## src/rtl/fwes_pkg.sv

```systemverilog
package fwes_pkg;
    localparam int STAT_W = 8;
    localparam int NFLAG  = 3;
    localparam int FL_ERASE = 2;
    localparam int FL_PROG  = 1;
    localparam int FL_SWAP  = 0;

    typedef enum logic [1:0] {
        PH_IDLE  = 2'd0,
        PH_PROG  = 2'd1,
        PH_SWAP  = 2'd2,
        PH_ERASE = 2'd3
    } phase_e;

    typedef enum logic [1:0] {
        SEC_NONE = 2'd0,
        SEC_WERR = 2'd1,
        SEC_WIP  = 2'd2,
        SEC_SUSP = 2'd3
    } sec_code_e;

    typedef enum logic [1:0] {
        SW_IDLE   = 2'd0,
        SW_WATCH  = 2'd1,
        SW_FAILED = 2'd2,
        SW_ABORT  = 2'd3
    } swap_st_e;
endpackage

```

## src/rtl/fwes_flag_bank.sv

```systemverilog
module fwes_flag_bank #(
    parameter int NFLAG = 3
) (
    input  logic             clk,
    input  logic             rst_n,
    input  logic [NFLAG-1:0] set_i,
    input  logic             clr_i,
    output logic [NFLAG-1:0] flag_o,
    output logic             err_o
);
    // Each flag: a new event wins over a clear in the same cycle.
    for (genvar i = 0; i < NFLAG; i++) begin : g_flag
        always_ff @(posedge clk or negedge rst_n) begin
            if (!rst_n)        flag_o[i] <= 1'b0;
            else if (set_i[i]) flag_o[i] <= 1'b1;
            else if (clr_i)    flag_o[i] <= 1'b0;
        end
    end

    always_ff @(posedge clk or negedge rst_n) begin
        if (!rst_n)      err_o <= 1'b0;
        else if (|set_i) err_o <= 1'b1;
        else if (clr_i)  err_o <= 1'b0;
    end
endmodule

```

## src/rtl/fwes_swap_fsm.sv

```systemverilog
module fwes_swap_fsm
    import fwes_pkg::*;
(
    input  logic clk,
    input  logic rst_n,
    input  logic swap_cyc_i,
    input  logic fail_now_i,
    input  logic swap_end_i,
    input  logic swap_flag_i,
    output logic abort_o
);
    swap_st_e state_q, state_d;

    always_ff @(posedge clk or negedge rst_n) begin
        if (!rst_n) state_q <= SW_IDLE;
        else        state_q <= state_d;
    end

    always_comb begin
        state_d = state_q;
        unique case (state_q)
            SW_IDLE: begin
                if (swap_cyc_i) begin
                    if (swap_end_i)      state_d = fail_now_i ? SW_ABORT : SW_IDLE;
                    else if (fail_now_i) state_d = SW_FAILED;
                    else                 state_d = SW_WATCH;
                end
            end
            SW_WATCH: begin
                if (swap_end_i)      state_d = fail_now_i ? SW_ABORT : SW_IDLE;
                else if (fail_now_i) state_d = SW_FAILED;
            end
            SW_FAILED: begin
                if (swap_end_i)
                    state_d = (swap_flag_i || fail_now_i) ? SW_ABORT : SW_IDLE;
            end
            SW_ABORT: state_d = SW_IDLE;
        endcase
    end

    always_comb begin
        abort_o = (state_q == SW_ABORT);
    end
endmodule

```

## src/rtl/fwes_sector_decode.sv

```systemverilog
module fwes_sector_decode
    import fwes_pkg::*;
#(
    parameter int NSECT = 4
) (
    input  logic [NSECT-1:0]   sec_bits_i,
    input  logic               err_i,
    input  logic               flash_busy_i,
    input  logic               eep_busy_i,
    input  logic               suspend_i,
    output logic [2*NSECT-1:0] sec_code_o
);
    sec_code_e meaning;

    always_comb begin
        if (err_i)                         meaning = SEC_WERR;
        else if (flash_busy_i)             meaning = SEC_WIP;
        else if (eep_busy_i && suspend_i)  meaning = SEC_SUSP;
        else                               meaning = SEC_NONE;
    end

    for (genvar s = 0; s < NSECT; s++) begin : g_sec
        assign sec_code_o[2*s +: 2] = sec_bits_i[s] ? meaning : SEC_NONE;
    end
endmodule

```

## src/rtl/fw_err_status.sv

```systemverilog
module fw_err_status
    import fwes_pkg::*;
#(
    parameter int DATA_W = 8,
    parameter int NSECT  = 4
) (
    input  logic                clk,
    input  logic                rst_n,
    input  logic                erase_fail_i,
    input  logic                prog_fail_i,
    input  logic                prog_req_i,
    input  logic [DATA_W-1:0]   old_data_i,
    input  logic [DATA_W-1:0]   new_data_i,
    input  logic                tgt_eeprom_i,
    input  logic                tgt_protect_i,
    input  logic [1:0]          phase_i,
    input  logic                swap_end_i,
    input  logic                err_clr_i,
    input  logic                flash_busy_i,
    input  logic                eep_busy_i,
    input  logic                suspend_i,
    input  logic [NSECT-1:0]    sec_bits_i,
    output logic [STAT_W-1:0]   status_o,
    output logic                err_o,
    output logic                abort_erase_o,
    output logic [2*NSECT-1:0]  sec_code_o
);
    localparam int RSVD_W = STAT_W - NFLAG;

    phase_e           phase;
    logic             swap_cyc;
    logic             fail_in_swap;
    logic             one_over_zero;
    logic [NFLAG-1:0] set_ev;
    logic [NFLAG-1:0] flags;

    assign phase         = phase_e'(phase_i);
    assign swap_cyc      = tgt_eeprom_i && (phase == PH_SWAP);
    assign fail_in_swap  = swap_cyc && prog_fail_i;
    assign one_over_zero = prog_req_i && !tgt_eeprom_i && !tgt_protect_i
                           && (|(new_data_i & ~old_data_i));

    always_comb begin
        set_ev           = '0;
        set_ev[FL_ERASE] = erase_fail_i;
        set_ev[FL_PROG]  = prog_fail_i && !swap_cyc;
        set_ev[FL_SWAP]  = one_over_zero || fail_in_swap;
    end

    fwes_flag_bank #(.NFLAG(NFLAG)) u_flags (
        .clk    (clk),
        .rst_n  (rst_n),
        .set_i  (set_ev),
        .clr_i  (err_clr_i),
        .flag_o (flags),
        .err_o  (err_o)
    );

    fwes_swap_fsm u_swap (
        .clk         (clk),
        .rst_n       (rst_n),
        .swap_cyc_i  (swap_cyc),
        .fail_now_i  (fail_in_swap),
        .swap_end_i  (swap_end_i),
        .swap_flag_i (flags[FL_SWAP]),
        .abort_o     (abort_erase_o)
    );

    fwes_sector_decode #(.NSECT(NSECT)) u_sec (
        .sec_bits_i   (sec_bits_i),
        .err_i        (err_o),
        .flash_busy_i (flash_busy_i),
        .eep_busy_i   (eep_busy_i),
        .suspend_i    (suspend_i),
        .sec_code_o   (sec_code_o)
    );

    assign status_o = {flags, {RSVD_W{1'b0}}};
endmodule

```

## config.mk

```make
export PLATFORM = sky130hd
export DESIGN_NAME = fw_err_status
export DESIGN_NICKNAME = d
export VERILOG_FILES = /design/src/rtl/fwes_pkg.sv /design/src/rtl/fwes_flag_bank.sv /design/src/rtl/fwes_swap_fsm.sv /design/src/rtl/fwes_sector_decode.sv /design/src/rtl/fw_err_status.sv
export SDC_FILE = /design/constraint.sdc
export NUM_CORES = 1
export LEC_CHECK = 0
export ABC_AREA = 0
export BUFFER_PORTS_ARGS = -buffer_cell sky130_fd_sc_hd__buf_2
export CORE_MARGIN = 5
export CORE_UTILIZATION = 35
export CTS_CLUSTER_DIAMETER = 120
export DETAILED_ROUTE_END_ITERATION = 7
export PLACE_DENSITY = 0.78
export SYNTH_ARGS = -nofsm -noshare
export SYNTH_HDL_FRONTEND = slang
export SYNTH_SLANG_ARGS = --single-unit
```

## constraint.sdc

```tcl
create_clock -name clk -period 1.05 [get_ports clk]
set_input_delay 0.0525 -clock clk [delete_from_list [all_inputs] [get_ports clk]]
set_output_delay 0.0525 -clock clk [all_outputs]
set_load 0.005 [all_outputs]
```

==> impl_metrics.csv, run 1 <==
group,metric,value,unit
clock_tree,tritoncts,"done",
logic_synthesis,ys_warn_count,0,
global_routing,grtUsageMet3,0.0153,
clock_tree,clkLatencyLatePin,250,ps
setup_path,required,1000,ps
logic_synthesis,avgSynthCellArea,8.06,um2
floorplanning,start_util,0.361,
power,vdd_ir_drop_max,0.376,mV
power,p_leak,0.503,nW
logic_synthesis,ys_seq_area_frac,0.282,
setup_path,cp-end-kind,"output port",
logic_synthesis,ys_seq_elements,6,
cells_and_area,drive_gt1_frac,0.567,
global_routing,grt_pass1_wl,2.59,mm
timing,finalCritPeriodShare,1.07,
cells_and_area,syn_to_final_growth,63.5,%
floorplanning,core_area,1470,um2
logic_synthesis,synth_common_cells,"13 x inv_1, 6 x buf_4, 6 x dfrtp_1",
global_routing,grt_use_total,0.135,
timing,clock_skew,2.05,ps
detailed_routing,first_pass_iters,2,
logic_synthesis,synth_cell_types,24,
cells_and_area,final_cells,136,
global_routing,grt_pass1_vias,651,
floorplanning,rows,14,
logic_synthesis,synth_area,532,um2
status,violations,"setup timing",
setup_path,cp.arrival,1070,ps
power,pwr_density_cell,983,nW/um2
timing,rsz0062_at_grt,"true",
logic_synthesis,yosys.area.top_type_share,0.282,
clock_tree,cts-root-buf,"clkbuf_4",
floorplanning,pin_count,52,
setup_path,path_class,"reg -> out",
logic_synthesis,synth_area_leader_cell,"dfrtp_1",
setup_path,setup.worst_path.start_class,"flip-flop",
timing,hold_violations,0,
timing,fmax,0.890,GHz
clock_tree,clock-sinks,6,
global_routing,grt_max_degree,7,
timing,setup-violations-final,8,
placement,gp_congestion,0.696,
clock_tree,cts_max_path_buffers,2,
hold_path,worst_hold_path_type,"in -> reg",
floorplanning,dieHeight,49.0,um
logic_synthesis,synth_ff_type,"dfrtp_1",
global_routing,use_met1,0.138,
status,status,"finished with violations",
setup_path,path_max_fanout,4,
logic_synthesis,async_flop_share,1.00,
detailed_routing,drt_wl_total,1.61,mm
clock_tree,clkTransAtPathRegs,40,ps
logic_synthesis,synth_top_cells_by_area,"dfrtp_1 28%, inv_1 9.2%, buf_4 8.5%, ha_1 7.1%, and2_1 5.9%",
timing,fin_crit,1120,ps
cells_and_area,antenna_cells,0,
timing,drv_slew,0,
floorplanning,die_w,49.0,um
detailed_routing,vias,627,
logic_synthesis,netlist_instances,66,
floorplanning,die_area,2400,um2
placement,dpl.cell_count,129,
global_routing,grt_overflow,0,
timing,fin_ws,-73.3,ps
logic_synthesis,synth_edf_count,0,
clock_tree,cts_buffers,3,
detailed_routing,wl_per_cell,11.9,um
detailed_routing,drt_iter0_markers,2,
global_routing,grtUsageMet2,0.263,
detailed_routing,ant_nets,0,
run,maxCapViolCount,0,
detailed_routing,via_per_inst,4.61,
timing,fin_tns_setup,-395,ps
clock_tree,htreeDepth,1,
global_routing,top_usage_layer,"met2",
detailed_routing,route.detailed.drc,0,
cells_and_area,nets,159,
placement,dp_hpwl,1.33,mm
logic_synthesis,yosys.cell_count.top_type,"inv_1",
global_routing,antenna_found_initial,0,
placement,place.port_buffers,46,
path summary, 6_finish.rpt:
kind,startpoint,to,slack [ps],depth (start not counted)
worst max-delay path,u_flags.err_o,sec_code_o[6],-70,3
worst min-delay path,erase_fail_i,u_flags.flag_o[2],20,2
worst max register to register,u_flags.err_o,u_flags.err_o,50,3
worst min register to register,u_flags.flag_o[2],u_flags.flag_o[2],470,1
max in group asynchronous,rst_n,u_flags.err_o,730,2
min in group asynchronous,rst_n,u_swap.state_q[1],160,2
power by group:
group | total, mW | leakage (nW) | internal, mW | switching, mW
clock network | 0.217 | 0.0138 | 0.130 | 0.0872
logic | 0.315 | 0.420 | 0.185 | 0.130
registers | 0.323 | 0.0698 | 0.271 | 0.0525
total | 0.855 | 0.503 | 0.585 | 0.270
critical path, cell delays in order, from the launching register on:
cell and delay, ps:
dfrtp_2 440, a31oi_4 200, nor2b_1 60, buf_2 130
state kept, by name, indices dropped and copies added, names as in the netlist:
| name | cells |
|---|---|
| u_flags.flag_o | 3 |
| u_flags.err_o | 1 |
| u_swap.state_q | 2 |
kinds of logic after synthesis:
| group | share of synthesized area |
|---|---|
| buffers and inverters | 0.184 |
| DFF | 0.282 |
| adders and majority gates | 0.0706 |
| AOI/OAI and AO/OA | 0.224 |
| other | 0.00705 |
| and+or+nand+nor | 0.233 |
layer usage:
metal,wire (um),vias to the layer above
li1,-,318
met1,603,279
met2,889,28
met3,104,2
met4,17,0
met5,0,-
timing repair:
item,in CTS,in global routing
hold buffers,1,0
cloned,0,0
pin swaps,5,1
setup buffers,0,3
hold endpoints to repair,6,0
resized for setup,7,3
setup endpoints to repair,8,9
through the flow:
stage | hold slack [ps] | worst slack (ps) | util | area [um2] | total power [mW]
2_1_floorplan | -243 | 2.95 | - | 547 | 0.458
3_3_place_gp | -121 | -100 | 0.526 | 774 | 0.560
3_5_place_dp | -120 | -157 | 0.526 | 774 | 0.578
4_1_cts | 14.8 | -80.7 | 0.571 | 840 | 0.807
5_1_grt | 32.4 | -128 | 0.591 | 870 | 0.911
6_report | 23.6 | -73.3 | 0.591 | 870 | 0.855
placed cells by master (no fill, tap or decap), types with 2 or more instances in the layout:
cell type	count
ha_1	3
nand2_1	2
o22ai_1	4
buf_2	45
and2_1	3
inv_1	13
conb_1	5
a21oi_1	2
buf_4	6
dfrtp_1	5
nor2_1	2
nor2_4	2
nor2b_1	4
o21ai_1	2
and2_4	2
o21ai_0	2
clkbuf_4	3
layout make-up:
type,instances,area [um2]
Multi-Input combinational cell,44,332
Inverter,14,52.6
Sequential cell,6,151
Tap cell,16,20.0
Clock buffer,3,22.5
Fill cell,144,602
Timing Repair Buffer,53,292
Note: power is estimated with default switching activity, not from simulation.
==> run 2, diff against run 1 <==
CORE_UTILIZATION = 36   (was 35)
CTS_BUF_LIST = sky130_fd_sc_hd__clkbuf_8   (was unset)
PLACE_DENSITY = 0.8   (was 0.78)
==> run 2 against run 1 <==
  * Critical path type unchanged
  * Routed wire length shrank 7.6%
  * Setup slack better by 37 ps
  * The run still ends with setup timing left
  * Register-to-register slack got worse by 20 ps
  * Largest cell class unchanged
  * Via count up 0.96%
==> impl_metrics.csv, run 2 (same netlist as run 1, synthesis figures left out) <==
group,metric,value,unit
floorplanning,start_util,0.394,
cells_and_area,syn_to_final_growth,62.6,%
power,p_leak,0.498,nW
timing,hold_slack,32.7,ps
floorplanning,core_area,1350,um2
timing,hold_violations,0,
timing,fin_crit,1090,ps
power,vdd_ir_drop_max,0.456,mV
cells_and_area,regMostFlops,"u_flags.flag_o",
clock_tree,cts-root-buf,"clkbuf_8",
cells_and_area,nets,157,
global_routing,grt_use_total,0.132,
clock_tree,htreeDepth,1,
detailed_routing,drt_wl_total,1.49,mm
global_routing,grt_max_degree,7,
timing,fmax,0.921,GHz
detailed_routing,route.detailed.drc,0,
clock_tree,cts_max_path_buffers,2,
global_routing,grt_overflow,0,
floorplanning,die_w,48.4,um
detailed_routing,wl_per_cell,11.2,um
timing,clock_skew,4.07,ps
setup_path,cp-end-kind,"output port",
status,status,"finished with violations",
setup_path,path_class,"reg -> out",
floorplanning,die_area,2350,um2
cells_and_area,final_cells,133,
placement,dp_hpwl,1.30,mm
timing,drv_slew,0,
timing,fin_ws,-36.2,ps
timing,finalCritPeriodShare,1.03,
hold_path,worst_hold_path_type,"in -> reg",
clock_tree,clkLatencyLatePin,220,ps
cells_and_area,nFillCells,121,
placement,dpl-instance-area,773,um2
global_routing,grt_pass1_wl,2.57,mm
global_routing,antenna_found_initial,0,
setup_path,path_max_fanout,4,
setup_path,cp.arrival,1030,ps
clock_tree,clkTransAtPathRegs,30,ps
detailed_routing,via_per_inst,4.76,
timing,setup-violations-final,7,
placement,place_ws,-143,ps
detailed_routing,ant_nets,0,
power,p_total,0.931,mW
floorplanning,rows,13,
cells_and_area,fin_util,0.640,
cells_and_area,final_area,865,um2
clock_tree,cts_buffers,3,
detailed_routing,drt_iter0_markers,1,
cells_and_area,layout_common_cells,"45 x buf_2, 13 x inv_1, 5 x conb_1, 5 x dfrtp_1",
placement,place.port_buffers,46,
placement,gp_congestion,0.680,
setup_path,required,1000,ps
detailed_routing,vias,633,
global_routing,grt_pass1_vias,667,
cells_and_area,drive_gt1_frac,0.542,
placement,dpl.cell_count,128,
cells_and_area,largest_reg_flops,3,
clock_tree,clock-sinks,6,
clock_tree,tritoncts,"done",
detailed_routing,first_pass_iters,3,
cells_and_area,reg_top3,"u_flags.flag_o (3), u_swap.state_q (2), u_flags.err_o (1)",
setup_path,setup.worst_path.start_class,"flip-flop",
floorplanning,dieHeight,48.4,um
timing,fin_tns_setup,-135,ps
cells_and_area,antenna_cells,0,
cells_and_area,final_common_cell,"buf_2",
run,maxCapViolCount,0,
status,violations,"setup timing",
power,pwr_density_cell,1080,nW/um2
timing,rsz0062_at_grt,"true",
floorplanning,pin_count,52,
[run 2: changes by cell type in the layout (fill, tap and decap cells not counted)]
cell,change
a211oi_1,+1
a211oi_2,-1
and2_1,+1
and2_4,-1
buf_4,-2
clkbuf_4,-3
clkbuf_8,+3
o21ai_0,+1
o21ai_1,-1
[run 2: area by class of cell]
type,count,area [um2],area share
multi-input cells,44,324,0.375
inverters,14,52.6,0.0608
well taps,15,18.8,0.0217
clock buffers,3,41.3,0.0478
repair buffers,51,277,0.320
flip-flops and latches,6,151,0.175
[run 2: power breakdown]
part	internal, mW	leakage, nW	switching, mW
registers	0.272	0.0698	0.0483
clock network	0.246	0.0216	0.0957
logic	0.150	0.407	0.119
total	0.668	0.498	0.263
[run 2: critical path, cell delays in order (launching register included)]
cell and delay, ps:
dfrtp_2 440, a31oi_4 190, nor2b_1 70, buf_2 120
[run 2: worst paths after layout]
path / cells past startpoint / slack (ps) / from / to
max in group asynchronous: 2 / 700 / rst_n / u_flags.err_o
setup reg to reg: 3 / 30 / u_flags.err_o / u_flags.err_o
setup / recovery: 3 / -40 / u_flags.err_o / sec_code_o[0]
hold / removal: 2 / 30 / erase_fail_i / u_flags.flag_o[2]
min in group asynchronous: 2 / 190 / rst_n / u_swap.state_q[0]
hold reg to reg: 1 / 470 / u_flags.flag_o[2] / u_flags.flag_o[2]
[run 2: metal layers]
metal,share of wire,GRT usage,vias to the layer above
met1,0.35,0.125,272
li1,-,-,313
met4,0.030,0.0829,0
met2,0.48,0.237,43
met5,0,0,-
met3,0.14,0.0428,5
[run 2: what timing repair did]
item,CTS,global route
pin swaps,4,1
setup buffers,1,0
hold buffers,1,0
gates resized for setup,7,0
setup endpoints to repair,8,8
endpoints found under the hold margin,6,0
